===== src/rtl/pumax_pkg.sv =====
package pumax_pkg;

    localparam int unsigned VEC_W   = 256;
    localparam int unsigned HALF_W  = VEC_W / 2;
    localparam int unsigned CHUNK_W = 16;
    localparam int unsigned NCHUNK  = VEC_W / CHUNK_W;

    typedef enum logic [1:0] {
        FORM_KEEP128 = 2'b00,
        FORM_CLR128  = 2'b01,
        FORM_FULL256 = 2'b10,
        FORM_RSVD    = 2'b11
    } form_e;

    typedef enum logic {
        ESZ_BYTE = 1'b0,
        ESZ_WORD = 1'b1
    } esize_e;

    typedef struct packed {
        logic             valid;
        logic [VEC_W-1:0] data;
    } vec_beat_t;

    function automatic logic [7:0] umax8(input logic [7:0] x, input logic [7:0] y);
        return (x > y) ? x : y;
    endfunction

    function automatic logic [15:0] umax16(input logic [15:0] x, input logic [15:0] y);
        return (x > y) ? x : y;
    endfunction

endpackage


===== src/rtl/pumax_chunk.sv =====
module pumax_chunk
    import pumax_pkg::*;
(
    input  logic [CHUNK_W-1:0] a,
    input  logic [CHUNK_W-1:0] b,
    input  esize_e             esz,
    output logic [CHUNK_W-1:0] y
);
    localparam int unsigned BW = CHUNK_W / 2;

    logic [CHUNK_W-1:0] byte_pair;
    logic [CHUNK_W-1:0] whole;

    always_comb begin
        byte_pair[BW-1:0]       = umax8(a[BW-1:0], b[BW-1:0]);
        byte_pair[CHUNK_W-1:BW] = umax8(a[CHUNK_W-1:BW], b[CHUNK_W-1:BW]);
        whole                   = umax16(a, b);
        y = (esz == ESZ_WORD) ? whole : byte_pair;
    end

endmodule


===== src/rtl/pumax_form_sel.sv =====
module pumax_form_sel
    import pumax_pkg::*;
(
    input  logic [VEC_W-1:0] lane_max,
    input  logic [VEC_W-1:0] old_dst,
    input  form_e            form,
    output logic [VEC_W-1:0] y
);
    always_comb begin
        unique case (form)
            FORM_KEEP128: y = {old_dst[VEC_W-1:HALF_W], lane_max[HALF_W-1:0]};
            FORM_CLR128:  y = {{HALF_W{1'b0}}, lane_max[HALF_W-1:0]};
            FORM_FULL256: y = lane_max;
            default:      y = '0;
        endcase
    end

endmodule


===== src/rtl/pumax_out_reg.sv =====
module pumax_out_reg
    import pumax_pkg::*;
#(
    parameter bit REGISTERED = 1'b1
) (
    input  logic      clk,
    input  logic      rst,
    input  vec_beat_t d,
    output vec_beat_t q
);
    generate
        if (REGISTERED) begin : g_reg
            vec_beat_t q_r;
            always_ff @(posedge clk) begin
                if (rst) begin
                    q_r <= '0;
                end else begin
                    q_r.valid <= d.valid;
                    if (d.valid) q_r.data <= d.data;
                end
            end
            assign q = q_r;


            p_latency_r7: assert property (@(posedge clk) disable iff (rst)
                d.valid |=> (q.valid && q.data == $past(d.data)));
            p_idle_r7: assert property (@(posedge clk) disable iff (rst)
                !d.valid |=> !q.valid);

            p_reset_clear_r8: assert property (@(posedge clk)
                rst |=> (q.valid == 1'b0 && q.data == '0));
        end else begin : g_comb
            assign q = d;
        end
    endgenerate

endmodule


===== src/rtl/pumax_unit.sv =====
module pumax_unit
    import pumax_pkg::*;
#(
    parameter bit REG_OUT = 1'b1
) (
    input  logic               clk,
    input  logic               rst,
    input  logic               in_valid,
    input  logic [VEC_W-1:0]   src_a,
    input  logic [VEC_W-1:0]   src_b,
    input  logic [VEC_W-1:0]   old_dst,
    input  logic               elem_word,
    input  logic [1:0]         form,
    output logic               out_valid,
    output logic [VEC_W-1:0]   result
);
    esize_e           esz;
    form_e            form_sel;
    logic [VEC_W-1:0] lane_max;
    logic [VEC_W-1:0] shaped;
    vec_beat_t        beat_d;
    vec_beat_t        beat_q;

    assign esz      = esize_e'(elem_word);
    assign form_sel = form_e'(form);

    generate
        for (genvar c = 0; c < NCHUNK; c++) begin : g_chunk
            pumax_chunk u_chunk (
                .a   (src_a[c*CHUNK_W +: CHUNK_W]),
                .b   (src_b[c*CHUNK_W +: CHUNK_W]),
                .esz (esz),
                .y   (lane_max[c*CHUNK_W +: CHUNK_W])
            );
        end
    endgenerate

    pumax_form_sel u_form (
        .lane_max (lane_max),
        .old_dst  (old_dst),
        .form     (form_sel),
        .y        (shaped)
    );

    assign beat_d.valid = in_valid;
    assign beat_d.data  = shaped;

    pumax_out_reg #(.REGISTERED(REG_OUT)) u_oreg (
        .clk (clk),
        .rst (rst),
        .d   (beat_d),
        .q   (beat_q)
    );

    assign out_valid = beat_q.valid;
    assign result    = beat_q.data;

    generate
        if (REG_OUT) begin : g_chk

            p_keep_upper_r3: assert property (@(posedge clk) disable iff (rst)
                (in_valid && form == 2'b00) |=> result[VEC_W-1:HALF_W] == $past(old_dst[VEC_W-1:HALF_W]));

            p_clear_upper_r4: assert property (@(posedge clk) disable iff (rst)
                (in_valid && form == 2'b01) |=> result[VEC_W-1:HALF_W] == '0);

            p_equal_ops_r5: assert property (@(posedge clk) disable iff (rst)
                (in_valid && form == 2'b10 && src_a == src_b) |=> result == $past(src_a));

            p_reserved_zero_r6: assert property (@(posedge clk) disable iff (rst)
                (in_valid && form == 2'b11) |=> result == '0);
        end
    endgenerate

endmodule


===== config.mk =====
export PLATFORM = sky130hd
export DESIGN_NAME = pumax_unit
export DESIGN_NICKNAME = d
export VERILOG_FILES = /design/src/rtl/pumax_pkg.sv /design/src/rtl/pumax_chunk.sv /design/src/rtl/pumax_form_sel.sv /design/src/rtl/pumax_out_reg.sv /design/src/rtl/pumax_unit.sv
export SDC_FILE = /design/constraint.sdc
export NUM_CORES = 1
export LEC_CHECK = 0
export BUFFER_PORTS_ARGS = -buffer_cell sky130_fd_sc_hd__buf_2
export CAP_MARGIN = 10
export CORE_AREA = 3 3 400 402
export DETAILED_ROUTE_END_ITERATION = 12
export DIE_AREA = 0 0 403 405
export MAX_ROUTING_LAYER = met4
export RECOVER_POWER = 25
export SETUP_SLACK_MARGIN = 0.1
export SLEW_MARGIN = 15
export SYNTH_ARGS = -nofsm -noshare
export SYNTH_HDL_FRONTEND = slang
export SYNTH_SLANG_ARGS = --single-unit

===== constraint.sdc =====
create_clock -name clk -period 2.95 [get_ports clk]
set_clock_uncertainty 0.15 [all_clocks]
set_input_delay 0.59 -clock clk [delete_from_list [all_inputs] [get_ports clk]]
set_output_delay 0.59 -clock clk [all_outputs]
set_load 0.01 [all_outputs]

==> results.rst <==
.. list-table::
   :header-rows: 1

   * - Metric
     - Value
   * - Routed length per instance
     - 25.4 µm
   * - Fraction of synthesized cell area in xor and xnor cells
     - 0%
   * - Area of all placed cells without fillers
     - 30300 µm²
   * - Fraction of synthesized area in multiplexers
     - 11.1%
   * - Maximum clock insertion buffer count
     - 3
   * - Worst min-delay path class
     - input pin to flip-flop
   * - Number of distinct library cells after synthesis
     - 58
   * - Minimum period implied by the final worst setup slack
     - roughly 2.6 ns
   * - Vias
     - 24922
   * - Post-synth EDFFs
     - 0
   * - Max-slew violations
     - 0
   * - Total design power
     - 12.6 mW
   * - Maximum single-stage delay on the critical path
     - 0.32 ns
   * - Proportion of layout cells with a drive suffix above 1
     - 30.0%
   * - Final setup vio count
     - 0
   * - Critical Path, Cell by Cell
     - buf_2 -> ha_1 -> nor2b_1 -> o211ai_1 -> buf_4 -> a21o_2 -> buf_12 -> a31oi_1 -> nor2_2 -> buf_12 -> mux2i_4 -> o21ai_0
   * - Core Footprint
     - 156000 µm²
   * - Least setup slack across all paths after layout
     - 0.323 ns
   * - Global router's overall resource usage
     - 17.6%
   * - RSZ-0062 raised after global routing
     - no
   * - DRT iter0 DRCs
     - about 1700
   * - Area Overhead vs Synth
     - 47.0%
   * - Detailed-placement wirelength estimate
     - 129000 µm
   * - CTS sink cnt
     - 257
   * - Number of global-route vias before repair
     - 24123
   * - Chip width
     - a little over 400 µm
   * - Setup TNS Final
     - 0 ns
   * - Number of hold violations in the final report
     - 0
   * - Total Routed Length
     - 147000 µm
   * - Most used cell along the critical path
     - sky130_fd_sc_hd__buf_12
   * - Static leakage power
     - 14.3 nW
   * - Power Density
     - 417 nW/µm²
   * - Number of detailed-route iterations in the first pass
     - 6
   * - Primary flip-flop cell chosen by synthesis mapping
     - sky130_fd_sc_hd__dfxtp_1
   * - Number of rows created at floorplan
     - 145
   * - Number of flip-flops under the largest register name
     - 257
   * - Final worst-path cycle share
     - 89.0%
   * - Max Fanout on Critical Path
     - 8
   * - I/O Buffers
     - between 900 and 1000
   * - Worst slack at placement
     - -0.759 ns
   * - Leading cell types by total area after synthesis
     - sky130_fd_sc_hd__dfxtp_1 25%, sky130_fd_sc_hd__ha_1 17%, sky130_fd_sc_hd__mux2i_1 9.0%, sky130_fd_sc_hd__inv_1 5.2%, sky130_fd_sc_hd__o21ai_0 4.7%
   * - Type of element launching the critical path
     - input pin
   * - Relative slew slack
     - 34.3%
   * - Required time at the endpoint of the critical path
     - 3.26 ns
   * - Avg Inst Size Synth
     - 7.95 µm²
   * - Startpoint-to-endpoint class of the critical path
     - input pin to flip-flop
   * - DRC violations left
     - 0
   * - CP Capture Type
     - flip-flop
   * - Net count of the finished layout
     - 4649
   * - Cell area after placement
     - approximately 29000 µm²
   * - Netlist Area Pre-Place
     - about 21000 µm²
   * - Pin count of the biggest net entering global routing
     - 73
   * - Filler-free cell count of the finished design
     - 5762
   * - Root Buffer
     - sky130_fd_sc_hd__clkbuf_16
   * - Hold slack
     - 0.0775 ns
   * - Starting density of the core
     - 13.2%
   * - Via/cell ratio
     - around 4.3
   * - Syn Inst Count
     - 2592
   * - Post-placement cell count
     - 5615
   * - Latest clock arrival within the worst-skew pair
     - 0.59 ns
   * - Critical path arrival
     - roughly 3 ns
   * - Compound-Gate Fraction of Synth Area
     - between 20% and 30%
   * - Die Area
     - roughly 160000 µm²
   * - Maxcap violations
     - 0
   * - Utilization after layout
     - between 10% and 20%
   * - Area leader, netlist
     - sky130_fd_sc_hd__dfxtp_1
   * - Post-synthesis adder-cell area fraction
     - around 17%
   * - Synth Warn #
     - 0
   * - Routability congestion estimate from global placement
     - 0.911
   * - Global-route wire length before repair
     - 195000 µm
   * - Number of H-tree levels
     - 2
   * - Clock transition at path regs
     - around 0.070 ns
   * - Slowest cell on crit path
     - sky130_fd_sc_hd__ha_1
   * - Combinational family with the most area after synthesis
     - compound AO/OA/AOI/OAI gates
   * - Top-level I/O count
     - 1031
   * - Die extent in y
     - 405 µm
   * - Post-synthesis net count
     - approximately 3600
   * - Measured slew at the worst slew-check pin
     - between 0.9 and 1 ns
   * - Post-synthesis simple-gate area fraction
     - around 14%
   * - Fraction of post-synthesis cell area in the top cell type by area
     - between 20 and 25%
   * - Final global-route overflow total
     - 0
   * - Number of fill cells in the layout
     - 17797
   * - CTS tree
     - yes
   * - Synth async-reset ratio
     - 0%
   * - Worst-case vdd ir drop
     - roughly 380 µV
   * - Number of antenna-violating nets in the routed design
     - 0
   * - Initial antenna violation count
     - 170
   * - Result of the run
     - complete, no violations
   * - F_max
     - 0.381 GHz
   * - Synthesized flop and latch total
     - 257
   * - Sequential share of the synthesized area
     - 25.0%
   * - Number of buffers created by CTS
     - 38
[critical path: cells and delay by family]
kind                     cells  cell delay [ns]
buffers and inverters        4             0.66
AO/OA/AOI/OAI                4             0.68
AND/OR/NAND/NOR              2             0.30
adder cells (fa/ha/maj)      1             0.32
multiplexers                 1             0.32
[layout make-up]
| class | instances | area [µm²] | area share (%) |
|---|---|---|---|
| antenna | 78 | 195 | 0.644 |
| clock buffer | 54 | 1150 | 3.81 |
| clock inverter | 9 | 101 | 0.335 |
| inverter | 285 | 1070 | 3.54 |
| multi-input combinational | 1935 | 14000 | 46.4 |
| sequential | 257 | 5140 | 17.0 |
| tap | 2058 | 2570 | 8.50 |
| timing repair buffer | 1086 | 6010 | 19.8 |
[synth_stat cells (all sizes together), types with 11 or more instances]
| cell | number |
|---|---|
| nor2 | 129 |
| a22oi | 65 |
| and3 | 21 |
| a221oi | 41 |
| mux2i | 186 |
| nor3 | 45 |
| a211oi | 24 |
| mux2 | 37 |
| buf | 11 |
| clkbuf | 104 |
| o21ai | 256 |
| nand3 | 57 |
| a222oi | 13 |
| nand4 | 52 |
| a211o | 12 |
| o311ai | 32 |
| o31ai | 20 |
| or2 | 16 |
| o221ai | 13 |
| o22ai | 41 |
| nand2 | 242 |
| a21oi | 141 |
| ha | 272 |
| a31oi | 16 |
| o211ai | 37 |
| dfxtp | 257 |
| nor2b | 40 |
| a21o | 44 |
| inv | 284 |
| o21bai | 30 |
[cells in the final DEF, fill, tap and decap left out, types with 13 or more instances in the layout]
cell and count:
sky130_fd_sc_hd__buf_2 772, sky130_fd_sc_hd__inv_1 283, sky130_fd_sc_hd__ha_1 272, sky130_fd_sc_hd__dfxtp_1 257, sky130_fd_sc_hd__nand2_1 240, sky130_fd_sc_hd__o21ai_0 195
sky130_fd_sc_hd__mux2i_1 183, sky130_fd_sc_hd__buf_4 160, sky130_fd_sc_hd__a21oi_1 139, sky130_fd_sc_hd__clkbuf_1 133, sky130_fd_sc_hd__nor2_1 120, sky130_fd_sc_hd__diode_2 78
sky130_fd_sc_hd__a22oi_1 65, sky130_fd_sc_hd__o21ai_1 59, sky130_fd_sc_hd__nand3_1 57, sky130_fd_sc_hd__nand4_1 52, sky130_fd_sc_hd__a21o_1 43, sky130_fd_sc_hd__o22ai_1 41
sky130_fd_sc_hd__clkbuf_16 41, sky130_fd_sc_hd__nor2b_1 40, sky130_fd_sc_hd__a221oi_1 40, sky130_fd_sc_hd__nor3_1 38, sky130_fd_sc_hd__o211ai_1 37, sky130_fd_sc_hd__mux2_2 37
sky130_fd_sc_hd__o21bai_1 30, sky130_fd_sc_hd__a211oi_1 24, sky130_fd_sc_hd__and3_1 21, sky130_fd_sc_hd__o311ai_0 20, sky130_fd_sc_hd__o31ai_1 20, sky130_fd_sc_hd__buf_12 20
sky130_fd_sc_hd__a31oi_1 15, sky130_fd_sc_hd__a222oi_1 13, sky130_fd_sc_hd__o221ai_1 13
[metal layers]
layer  share of wire (%)  up-vias  GRT usage, %
met5                   0        -             -
met3                  11      292          7.14
met1                  40    11793          20.2
met4                 3.1        0          4.46
li1                    -    11630             -
met2                  46     1207          28.7
[what timing repair did]
action                                 4_1_cts  5_1_grt
buffers inserted                             0        0
endpoints found under the hold margin        6        0
resized for setup                            7        0
hold buffers                                 6        0
setup endpoints to repair                    3        0
[worst paths after layout]
kind | startpoint | end | slack (ns) | depth (start not counted)
max | src_a[209] | u_oreg.q[208] | 0.32 | 12
min | old_dst[232] | u_oreg.q[232] | 0.08 | 3
min reg2reg | u_oreg.q[127] | u_oreg.q[127] | 0.30 | 2
max reg2reg | u_oreg.q[181] | u_oreg.q[181] | 1.47 | 5
[report_power, final]
group,switching [mW],leakage (nW),internal (mW)
logic,2.27,11.6,1.70
clock network,1.94,0.622,2.87
registers,0.139,2.11,3.72
[logic make-up after synthesis]
logic type | count (synthesis)
AOI/OAI and AO/OA | 813
adders and majority gates | 272
buffers and inverters | 400
DFF | 257
muxes | 223
and+or+nand+nor | 627
Power figures use the tool's default switching activity.
